--- config.mk ---
export PLATFORM = sky130hd
export DESIGN_NAME = serial_rx_unit
export DESIGN_NICKNAME = d
export VERILOG_FILES = /design/src/rtl/serial_rx_pkg.sv /design/src/rtl/rx_line_sel.sv /design/src/rtl/rx_ctrl.sv /design/src/rtl/rx_buffer.sv /design/src/rtl/serial_rx_unit.sv
export SDC_FILE = /design/constraint.sdc
export NUM_CORES = 1
export LEC_CHECK = 0
export BUFFER_PORTS_ARGS = -buffer_cell sky130_fd_sc_hd__buf_4
export CAP_MARGIN = 30
export CORE_MARGIN = 8
export CORE_UTILIZATION = 50
export DETAILED_ROUTE_END_ITERATION = 16
export PLACE_DENSITY = 0.71
export SYNTH_ARGS = -nofsm -noshare
export SYNTH_HDL_FRONTEND = slang
export SYNTH_HIERARCHICAL = 1
export SYNTH_SLANG_ARGS = --single-unit
--- constraint.sdc ---
create_clock -name clk -period 2.35 [get_ports clk]
set_input_delay 0.235 -clock clk [delete_from_list [all_inputs] [get_ports clk]]
set_output_delay 0.235 -clock clk [all_outputs]
set_load 0.05 [all_outputs]
--- src/rtl/serial_rx_pkg.sv ---
package serial_rx_pkg;

    typedef enum logic [1:0] {
        ST_IDLE,
        ST_START,
        ST_DATA,
        ST_STOP
    } rx_state_t;

endpackage

--- src/rtl/rx_line_sel.sv ---
module rx_line_sel #(
    parameter int SYNC_STAGES = 2
) (
    input  logic clk,
    input  logic rst,
    input  logic ser_in,
    input  logic loop_en,
    input  logic loop_src,
    output logic line_s
);
    logic                   raw_line;
    logic [SYNC_STAGES-1:0] chain;

    // The external pin only reaches the chain when loop mode is off
    assign raw_line = loop_en ? loop_src : ser_in;

    for (genvar i = 0; i < SYNC_STAGES; i++) begin : g_stage
        if (i == 0) begin : g_first
            always_ff @(posedge clk) begin
                if (rst) chain[i] <= 1'b1;
                else     chain[i] <= raw_line;
            end
        end else begin : g_rest
            always_ff @(posedge clk) begin
                if (rst) chain[i] <= 1'b1;
                else     chain[i] <= chain[i-1];
            end
        end
    end

    assign line_s = chain[SYNC_STAGES-1];

endmodule

--- src/rtl/rx_ctrl.sv ---
module rx_ctrl
    import serial_rx_pkg::*;
#(
    parameter int DATA_W  = 8,
    parameter int OSR     = 16,
    parameter int MIN_LEN = 5,
    parameter int LEN_W   = 2
) (
    input  logic              clk,
    input  logic              rst,
    input  logic              tick,
    input  logic              line,
    input  logic [LEN_W-1:0]  len_sel,
    output logic              char_done,
    output logic              stop_low,
    output logic [DATA_W-1:0] char_data
);
    localparam int CNT_W = $clog2(OSR);
    localparam int IDX_W = $clog2(DATA_W);
    localparam int NB_W  = IDX_W + 1;
    localparam logic [CNT_W-1:0] HALF_LAST = CNT_W'(OSR / 2 - 1);
    localparam logic [CNT_W-1:0] FULL_LAST = CNT_W'(OSR - 1);

    rx_state_t         state, nxt;
    logic [CNT_W-1:0]  cnt;
    logic [IDX_W-1:0]  bit_idx;
    logic [IDX_W-1:0]  last_idx;
    logic [NB_W-1:0]   nbits;
    logic [NB_W-1:0]   drop;
    logic [DATA_W-1:0] shreg;
    logic              sample;

    assign nbits    = NB_W'(MIN_LEN) + NB_W'(len_sel);
    assign last_idx = IDX_W'(nbits - NB_W'(1));
    assign drop     = NB_W'(DATA_W) - nbits;

    // Sample point: centre of start bit, then one full bit apart
    always_comb begin
        sample = 1'b0;
        unique case (state)
            ST_IDLE:  sample = 1'b0;
            ST_START: sample = tick && (cnt == HALF_LAST);
            ST_DATA:  sample = tick && (cnt == FULL_LAST);
            ST_STOP:  sample = tick && (cnt == FULL_LAST);
        endcase
    end

    // Next-state logic
    always_comb begin
        nxt = state;
        unique case (state)
            ST_IDLE:  if (tick && !line) nxt = ST_START;
            ST_START: if (sample) nxt = line ? ST_IDLE : ST_DATA;
            ST_DATA:  if (sample && bit_idx == last_idx) nxt = ST_STOP;
            ST_STOP:  if (sample) nxt = ST_IDLE;
        endcase
    end

    // State register
    always_ff @(posedge clk) begin
        if (rst) state <= ST_IDLE;
        else     state <= nxt;
    end

    // Tick counter, bit index and shift register
    always_ff @(posedge clk) begin
        if (rst) begin
            cnt     <= '0;
            bit_idx <= '0;
            shreg   <= '0;
        end else begin
            if (state == ST_IDLE || sample)
                cnt <= '0;
            else if (tick)
                cnt <= cnt + CNT_W'(1);

            if (state == ST_START)
                bit_idx <= '0;
            else if (state == ST_DATA && sample)
                bit_idx <= bit_idx + IDX_W'(1);

            // LSB first: new bits enter at the top and move down
            if (state == ST_DATA && sample)
                shreg <= {line, shreg[DATA_W-1:1]};
        end
    end

    // Outputs
    always_comb begin
        char_done = (state == ST_STOP) && sample;
        stop_low  = !line;
        char_data = shreg >> drop;
    end

endmodule

--- src/rtl/rx_buffer.sv ---
module rx_buffer #(
    parameter int DATA_W = 8
) (
    input  logic              clk,
    input  logic              rst,
    input  logic              load,
    input  logic [DATA_W-1:0] load_data,
    input  logic              load_fe,
    input  logic              rd_strobe,
    output logic [DATA_W-1:0] rx_data,
    output logic              data_ready,
    output logic              overrun_err,
    output logic              framing_err
);
    always_ff @(posedge clk) begin
        if (rst) begin
            rx_data     <= '0;
            data_ready  <= 1'b0;
            overrun_err <= 1'b0;
            framing_err <= 1'b0;
        end else if (load) begin
            rx_data     <= load_data;
            data_ready  <= 1'b1;
            overrun_err <= data_ready && !rd_strobe;
            framing_err <= load_fe;
        end else if (rd_strobe) begin
            data_ready  <= 1'b0;
            overrun_err <= 1'b0;
        end
    end

endmodule

--- src/rtl/serial_rx_unit.sv ---
module serial_rx_unit #(
    parameter int DATA_W      = 8,
    parameter int OSR         = 16,
    parameter int MIN_LEN     = 5,
    parameter int LEN_W       = 2,
    parameter int SYNC_STAGES = 2
) (
    input  logic              clk,
    input  logic              rst,
    input  logic              tick16,
    input  logic              ser_in,
    input  logic              loop_en,
    input  logic              loop_src,
    input  logic [LEN_W-1:0]  len_sel,
    input  logic              rd_strobe,
    output logic [DATA_W-1:0] rx_data,
    output logic              data_ready,
    output logic              overrun_err,
    output logic              framing_err
);
    logic              line_s;
    logic              char_done;
    logic              stop_low;
    logic [DATA_W-1:0] char_data;

    rx_line_sel #(.SYNC_STAGES(SYNC_STAGES)) u_line (
        .clk      (clk),
        .rst      (rst),
        .ser_in   (ser_in),
        .loop_en  (loop_en),
        .loop_src (loop_src),
        .line_s   (line_s)
    );

    rx_ctrl #(
        .DATA_W  (DATA_W),
        .OSR     (OSR),
        .MIN_LEN (MIN_LEN),
        .LEN_W   (LEN_W)
    ) u_ctrl (
        .clk       (clk),
        .rst       (rst),
        .tick      (tick16),
        .line      (line_s),
        .len_sel   (len_sel),
        .char_done (char_done),
        .stop_low  (stop_low),
        .char_data (char_data)
    );

    rx_buffer #(.DATA_W(DATA_W)) u_buf (
        .clk         (clk),
        .rst         (rst),
        .load        (char_done),
        .load_data   (char_data),
        .load_fe     (stop_low),
        .rd_strobe   (rd_strobe),
        .rx_data     (rx_data),
        .data_ready  (data_ready),
        .overrun_err (overrun_err),
        .framing_err (framing_err)
    );

endmodule

Yosys cells after proc, flatten, opt, wreduce, memory -nomap -nowiden --
Index checks and enable logic that the tools add are counted.
Cells by class: multiplexer cells 11, shifts and indexed selects 1, reduce and logical (&&, ||, !) cells 16, equality and inequality tests 10, $add $sub $neg 5
Operator list (number):
- two-way mux 2 bit | 5
- inequality test 2 x 1 -> 1 bit, second input constant | 4
- one-hot mux 2 bit (4 select lines) | 1
- >> shifter 8 x 4 -> 8 bit | 1
- logical AND 1 bit | 7
- OR reduction 2 bit | 3
- adder 3 x 2 -> 4 bit, first input constant | 1
- adder 4 x 1 -> 4 bit, second input constant | 1
- equality test 2 bit, second input constant | 2
- equality test 4 x 3 -> 1 bit, second input constant | 1
- equality test 4 bit, second input constant | 1
- two-way mux 1 bit | 4
- AND reduction 4 bit | 1
- subtractor 4 bit, first input constant | 1
- adder 3 x 1 -> 3 bit, second input constant | 1
- equality test 3 bit | 1
- one-hot mux 1 bit (3 select lines) | 1
- subtractor 3 x 1 -> 3 bit, second input constant | 1
- equality test 2 x 1 -> 1 bit, second input constant | 1
- logical NOT 1 bit | 2
- logical NOT 2 bit | 1
- nonzero test 2 bit | 1
- logical OR 1 bit | 1
Word-level totals: input port bits 9, output and inout bits 11, flip-flop bits (word level) 30

Longest topological paths before layout --
depth in word-level cells 6, gate-level depth with buffers 6

Hierarchy --
Netlist, hierarchy kept.
Modules (own cells, without submodules):
- rx_ctrl | cells an instance 108, sequential area each 340.3 um^2, times used 1, area an instance 1003.5 um^2
- rx_buffer | cells an instance 36, sequential area each 220.2 um^2, times used 1, area an instance 390.4 um^2
- rx_line_sel | cells an instance 5, sequential area each 40.0 um^2, times used 1, area an instance 61.3 um^2

Worst setup path before layout --
OpenSTA, ideal clock, no wires.
path type reg2reg, start register u_ctrl.cnt[0], end register u_buf.framing_err, arrival time 1.437 ns, stages on the path, launching flop included 7, clock period less this slack 1.554 ns, buffers on the path 1, path slack 0.796 ns, library setup time 0.117 ns, required time 2.233 ns, cell sequence dfxtp_1 -> ha_1 -> and4_1 -> and3_1 -> buf_6 -> mux2i_1 -> nor2_1
Between the ends: longest elaborated chain between the ends 4, elaborated cells on any way between the ends 6, classes of those cells eq/ne (2); mux (1); reduce/logical (3)
RTL lines:
- start: declaration | line rx_ctrl.sv:25 | logic [CNT_W-1:0] cnt;
- start signal: assignment | line rx_ctrl.sv:75 | cnt <= cnt + CNT_W'(1);
- equality test 4 bit / equality test 4 x 3 -> 1 bit (equally long branches) | line rx_ctrl.sv:43, rx_ctrl.sv:44, rx_ctrl.sv:42
- logical AND 1 bit (on tied branches) | line rx_ctrl.sv:43, rx_ctrl.sv:44, rx_ctrl.sv:42
- one-hot mux 1 bit (3 select lines) * | line rx_ctrl.sv:40 | unique case (state)
- logical AND 1 bit * | line rx_ctrl.sv:90 | char_done = (state == ST_STOP) && sample;
- via char_done | line serial_rx_unit.sv:22 | logic char_done;
- end signal: assignment | line rx_buffer.sv:25 | framing_err <= load_fe;
- end: declaration | line rx_buffer.sv:13 | output logic framing_err
The timed path passes the listed nets; every way through them passes the cells marked *. A chain may end at the register's enable or synchronous reset.

Final worst setup path --
start register u_ctrl.cnt[0], end register u_buf.rx_data[4]
Between the ends: longest elaborated chain between the ends 4, elaborated cells on any way between the ends 6, classes of those cells eq/ne (2); mux (1); reduce/logical (3)
RTL lines:
- equality test 4 bit / equality test 4 x 3 -> 1 bit (equally long branches) | line rx_ctrl.sv:43, rx_ctrl.sv:44, rx_ctrl.sv:42
- logical AND 1 bit (on tied branches) | line rx_ctrl.sv:43, rx_ctrl.sv:44, rx_ctrl.sv:42
- one-hot mux 1 bit (3 select lines) * | line rx_ctrl.sv:40
- logical AND 1 bit * | line rx_ctrl.sv:90
- via char_done | line serial_rx_unit.sv:22
- end signal: assignment | line rx_buffer.sv:22 | rx_data <= load_data;
- end: declaration | line rx_buffer.sv:10 | output logic [DATA_W-1:0] rx_data,
Marks and branches as above.

==> impl_metrics.py <==
metrics = {
    "setup_path": {
        "r2r_setup_slack_ps": 570,
        "rr_startpoint": "u_ctrl/cnt[0]$_SDFFE_PP0P_",
        "worstReg2RegEnd": "u_buf/rx_data[4]$_SDFFE_PP0P_",
        "arrival_ps": 1990,
        "crit_path_end_kind": "register",
        "critPathRequiredTime_ps": 2570,
        "path_class": "register to register",
        "start_kind": "register",
        "reg2regPathDepth": 6,
        "crit_path_max_fanout": 11,
    },
    "worst_hold_path": {
        "hold_path.class": "primary input to register",
        "hold_depth": 2,
        "holdPathEnd": "u_buf/overrun_err$_SDFFE_PP0P_",
        "hp-start": "rd_strobe",
    },
    "grt": {
        "grt_usage_pct": 12.9,
        "grtUsageMet3_pct": 4.38,
        "grt_pass1_wl_mm": 5.16,
        "grt_pass1_vias": 1149,
        "grt_max_degree": 23,
        "overflow": 0,
        "antenna_found_initial": 0,
        "grtUsageMet2_pct": 21.0,
        "grt_busiest_layer": "met2",
        "use_met1_pct": 13.9,
    },
    "power_and_ir_drop": {
        "power.leakage_nw": 0.656,
        "power_frac_seq_pct": 61.1,
        "clockPowerShare_pct": 31.2,
        "combPwrFrac_pct": 7.7,
        "switchingPower_mw": 0.234,
        "power.density_mw_per_mm2": 550,
        "power.internal_mw": 0.662,
        "swShare_pct": 26.1,
        "p_total_mw": 0.896,
        "ir_drop_v": 0.000471,
    },
    "job": {
        "maxCapViolCount": 0,
    },
    "sta": {
        "clock_skew_ps": 7.86,
        "report.final.slew_viol_count": 0,
        "timing.slew.headroom_pct": 64.3,
        "max_freq_mhz": 562,
        "setup_slack_ps": 570,
        "finalSetupViolations": 0,
        "period_needed_ps": 1780,
        "rsz0062_at_grt": "false",
        "tightest_slew_ps": 535,
        "tns_ps": 0,
        "finalCritPeriodShare_pct": 75.7,
        "hold_violations": 0,
    },
    "clock_tree": {
        "cts_made_buffers": 5,
        "post-cts-setup-buffer-count": 0,
        "insertion_delay_ps": 330,
        "cts-root-buf": "clkbuf_4",
        "ctsHoldBuffers": 0,
        "cts_tree": "yes",
        "cts_sinks": 30,
        "cts.path.max_buffers": 2,
        "clkTransAtPathRegs_ps": 90,
        "cts-htree-levels": 2,
        "cts_resized": 0,
    },
    "layout": {
        "n_fill_cell": 244,
        "final_area_mm2": 0.00163,
        "finalNonFillerCells": 197,
        "diodes": 0,
        "syn_to_final_growth_pct": 12.0,
        "final_layout_size_suffix_gt1_share_pct": 21.1,
        "final_nets": 177,
    },
    "floorplanning": {
        "start_util_pct": 52.8,
        "die_w_um": 69.9,
        "rows": 19,
        "io-pin-count": 20,
        "fp.dieH_um": 69.9,
        "core_mm2": 0.00276,
        "die-area_mm2": 0.00489,
    },
    "logic_synthesis": {
        "yosys-top-cells-count": "30 x dfxtp_1, 22 x mux2i_1, 16 x nor2_1",
        "synth.top_cell.area_share_pct": 41.3,
        "yosysSeqAreaShare_pct": 41.3,
        "yosysTopAreaCell": "dfxtp_1",
        "yosysWarnings": 6,
        "ys_async_sr_fraction_pct": 0,
        "synth.most_common_cell": "dfxtp_1",
        "syn_nets": 160,
        "synth_area_leaders": "dfxtp_1 41%, mux2i_1 15%, mux4_2 4.6%",
        "synth_cell_types": 40,
        "synth_edf_count": 0,
        "syn_area_per_cell_um2": 9.77,
        "syn_area_mm2": 0.00146,
        "synth_cells": 149,
        "synth_seq_cells": 30,
        "synth_top_flop_cell": "dfxtp_1",
    },
    "place": {
        "placed_cells": 190,
        "placed_area_mm2": 0.00158,
        "place_congestion": 0.766,
        "portBuffers": 19,
        "dp_slack_ps": 592,
        "place_hpwl_mm": 2.15,
    },
    "run_status": {
        "outcome": "completed",
    },
    "routing": {
        "wl_mm": 2.97,
        "post_drt_wl_per_cell_um": 15.1,
        "vias_per_cell": 5.71,
        "drc": 0,
        "vias": 1125,
        "first_pass_iters": 4,
        "drtIter0Drc": 38,
        "postRouteAntennaNets": 0,
    },
}
## power by group through the flow
stage               combinational (mW)  clock, mW  sequential (mW)
global placement                0.0668          0            0.557
CTS                             0.0695      0.291            0.547
floorplan                       0.0686          0            0.538
finish                          0.0689      0.279            0.548
global route                    0.0798      0.314            0.551
detailed placement              0.0694          0            0.558
## per-layer routing
layer,wire [um],vias to the layer above
li1,-,561
met1,1300,532
met2,1480,22
met3,117,10
met4,78,0
met5,0,-
## critical path: stages, from the launching register on
cell,delay [ps]
dfxtp_1,380
ha_1,260
and4_1,320
and3_1,180
buf_4,210
mux2i_1,250
nor2_1,60
## worst max-delay path by stage
stage                     cells past startpoint                        endpoint                        from
final                                         6   u_buf/rx_data[4]$_SDFFE_PP0P_  u_ctrl/cnt[0]$_SDFFE_PP0P_
after global routing                          6  u_buf/framing_err$_SDFFE_PP0P_  u_ctrl/cnt[0]$_SDFFE_PP0P_
after CTS                                     6   u_buf/rx_data[4]$_SDFFE_PP0P_  u_ctrl/cnt[0]$_SDFFE_PP0P_
after detailed placement                      6   u_buf/rx_data[4]$_SDFFE_PP0P_  u_ctrl/cnt[0]$_SDFFE_PP0P_
after global placement                        6  u_buf/overrun_err$_SDFFE_PP0P_  u_ctrl/cnt[0]$_SDFFE_PP0P_
after floorplan                               6  u_buf/framing_err$_SDFFE_PP0P_  u_ctrl/cnt[0]$_SDFFE_PP0P_
## cell families after synthesis
family | after synthesis | share of synthesized area, %
AOI/OAI and AO/OA | 18 | 8.43
xor gates and xnor gates | 6 | 4.13
adders and majority gates | 2 | 1.72
buffers and inverters | 13 | 5.07
DFF | 30 | 41.3
muxes | 26 | 20.5
and+or+nand+nor | 54 | 18.8
## state kept, by name, summed over array words and instances (netlist names), named ones only
name,count
u_line/line_s,1
u_buf/framing_err,1
u_ctrl/state,1
u_ctrl/bit_idx,3
u_ctrl/shreg,8
u_buf/rx_data,8
u_buf/overrun_err,1
u_line/chain,1
u_buf/data_ready,1
u_ctrl/cnt,4
## through the flow
step	util [%]	hold slack, ps
5_1_grt	59.1	44.9
3_3_place_gp	57.4	398
2_1_floorplan	-	312
4_1_cts	59.1	49.2
6_report	59.1	59.6
3_5_place_dp	57.4	412
## cell usage in the layout (no fill, tap or decap), drive strengths merged, types with 4 or more instances in the layout
cell type / synthesis / routed
dfxtp: 30 / 30
mux2i: 22 / 22
buf: 8 / 20
nor2: 16 / 16
nand2: 13 / 13
clkbuf: 2 / 5
o21ai: 5 / 5
nand2b: 4 / 4
nor3: 4 / 4
a31oi: 4 / 4
nand4: 4 / 4
## layout make-up
type                       count  area (um2)  area share (%)
multi-input combinational    106         781            47.9
sequential                    30         601            36.9
timing repair buffer          20         150            9.22
tap                           31        38.8            2.38
clock buffer                   5        37.5            2.30
inverter                       3        11.3           0.691
clock inverter                 2        10.0           0.614
(Power assumes the default switching activity.)
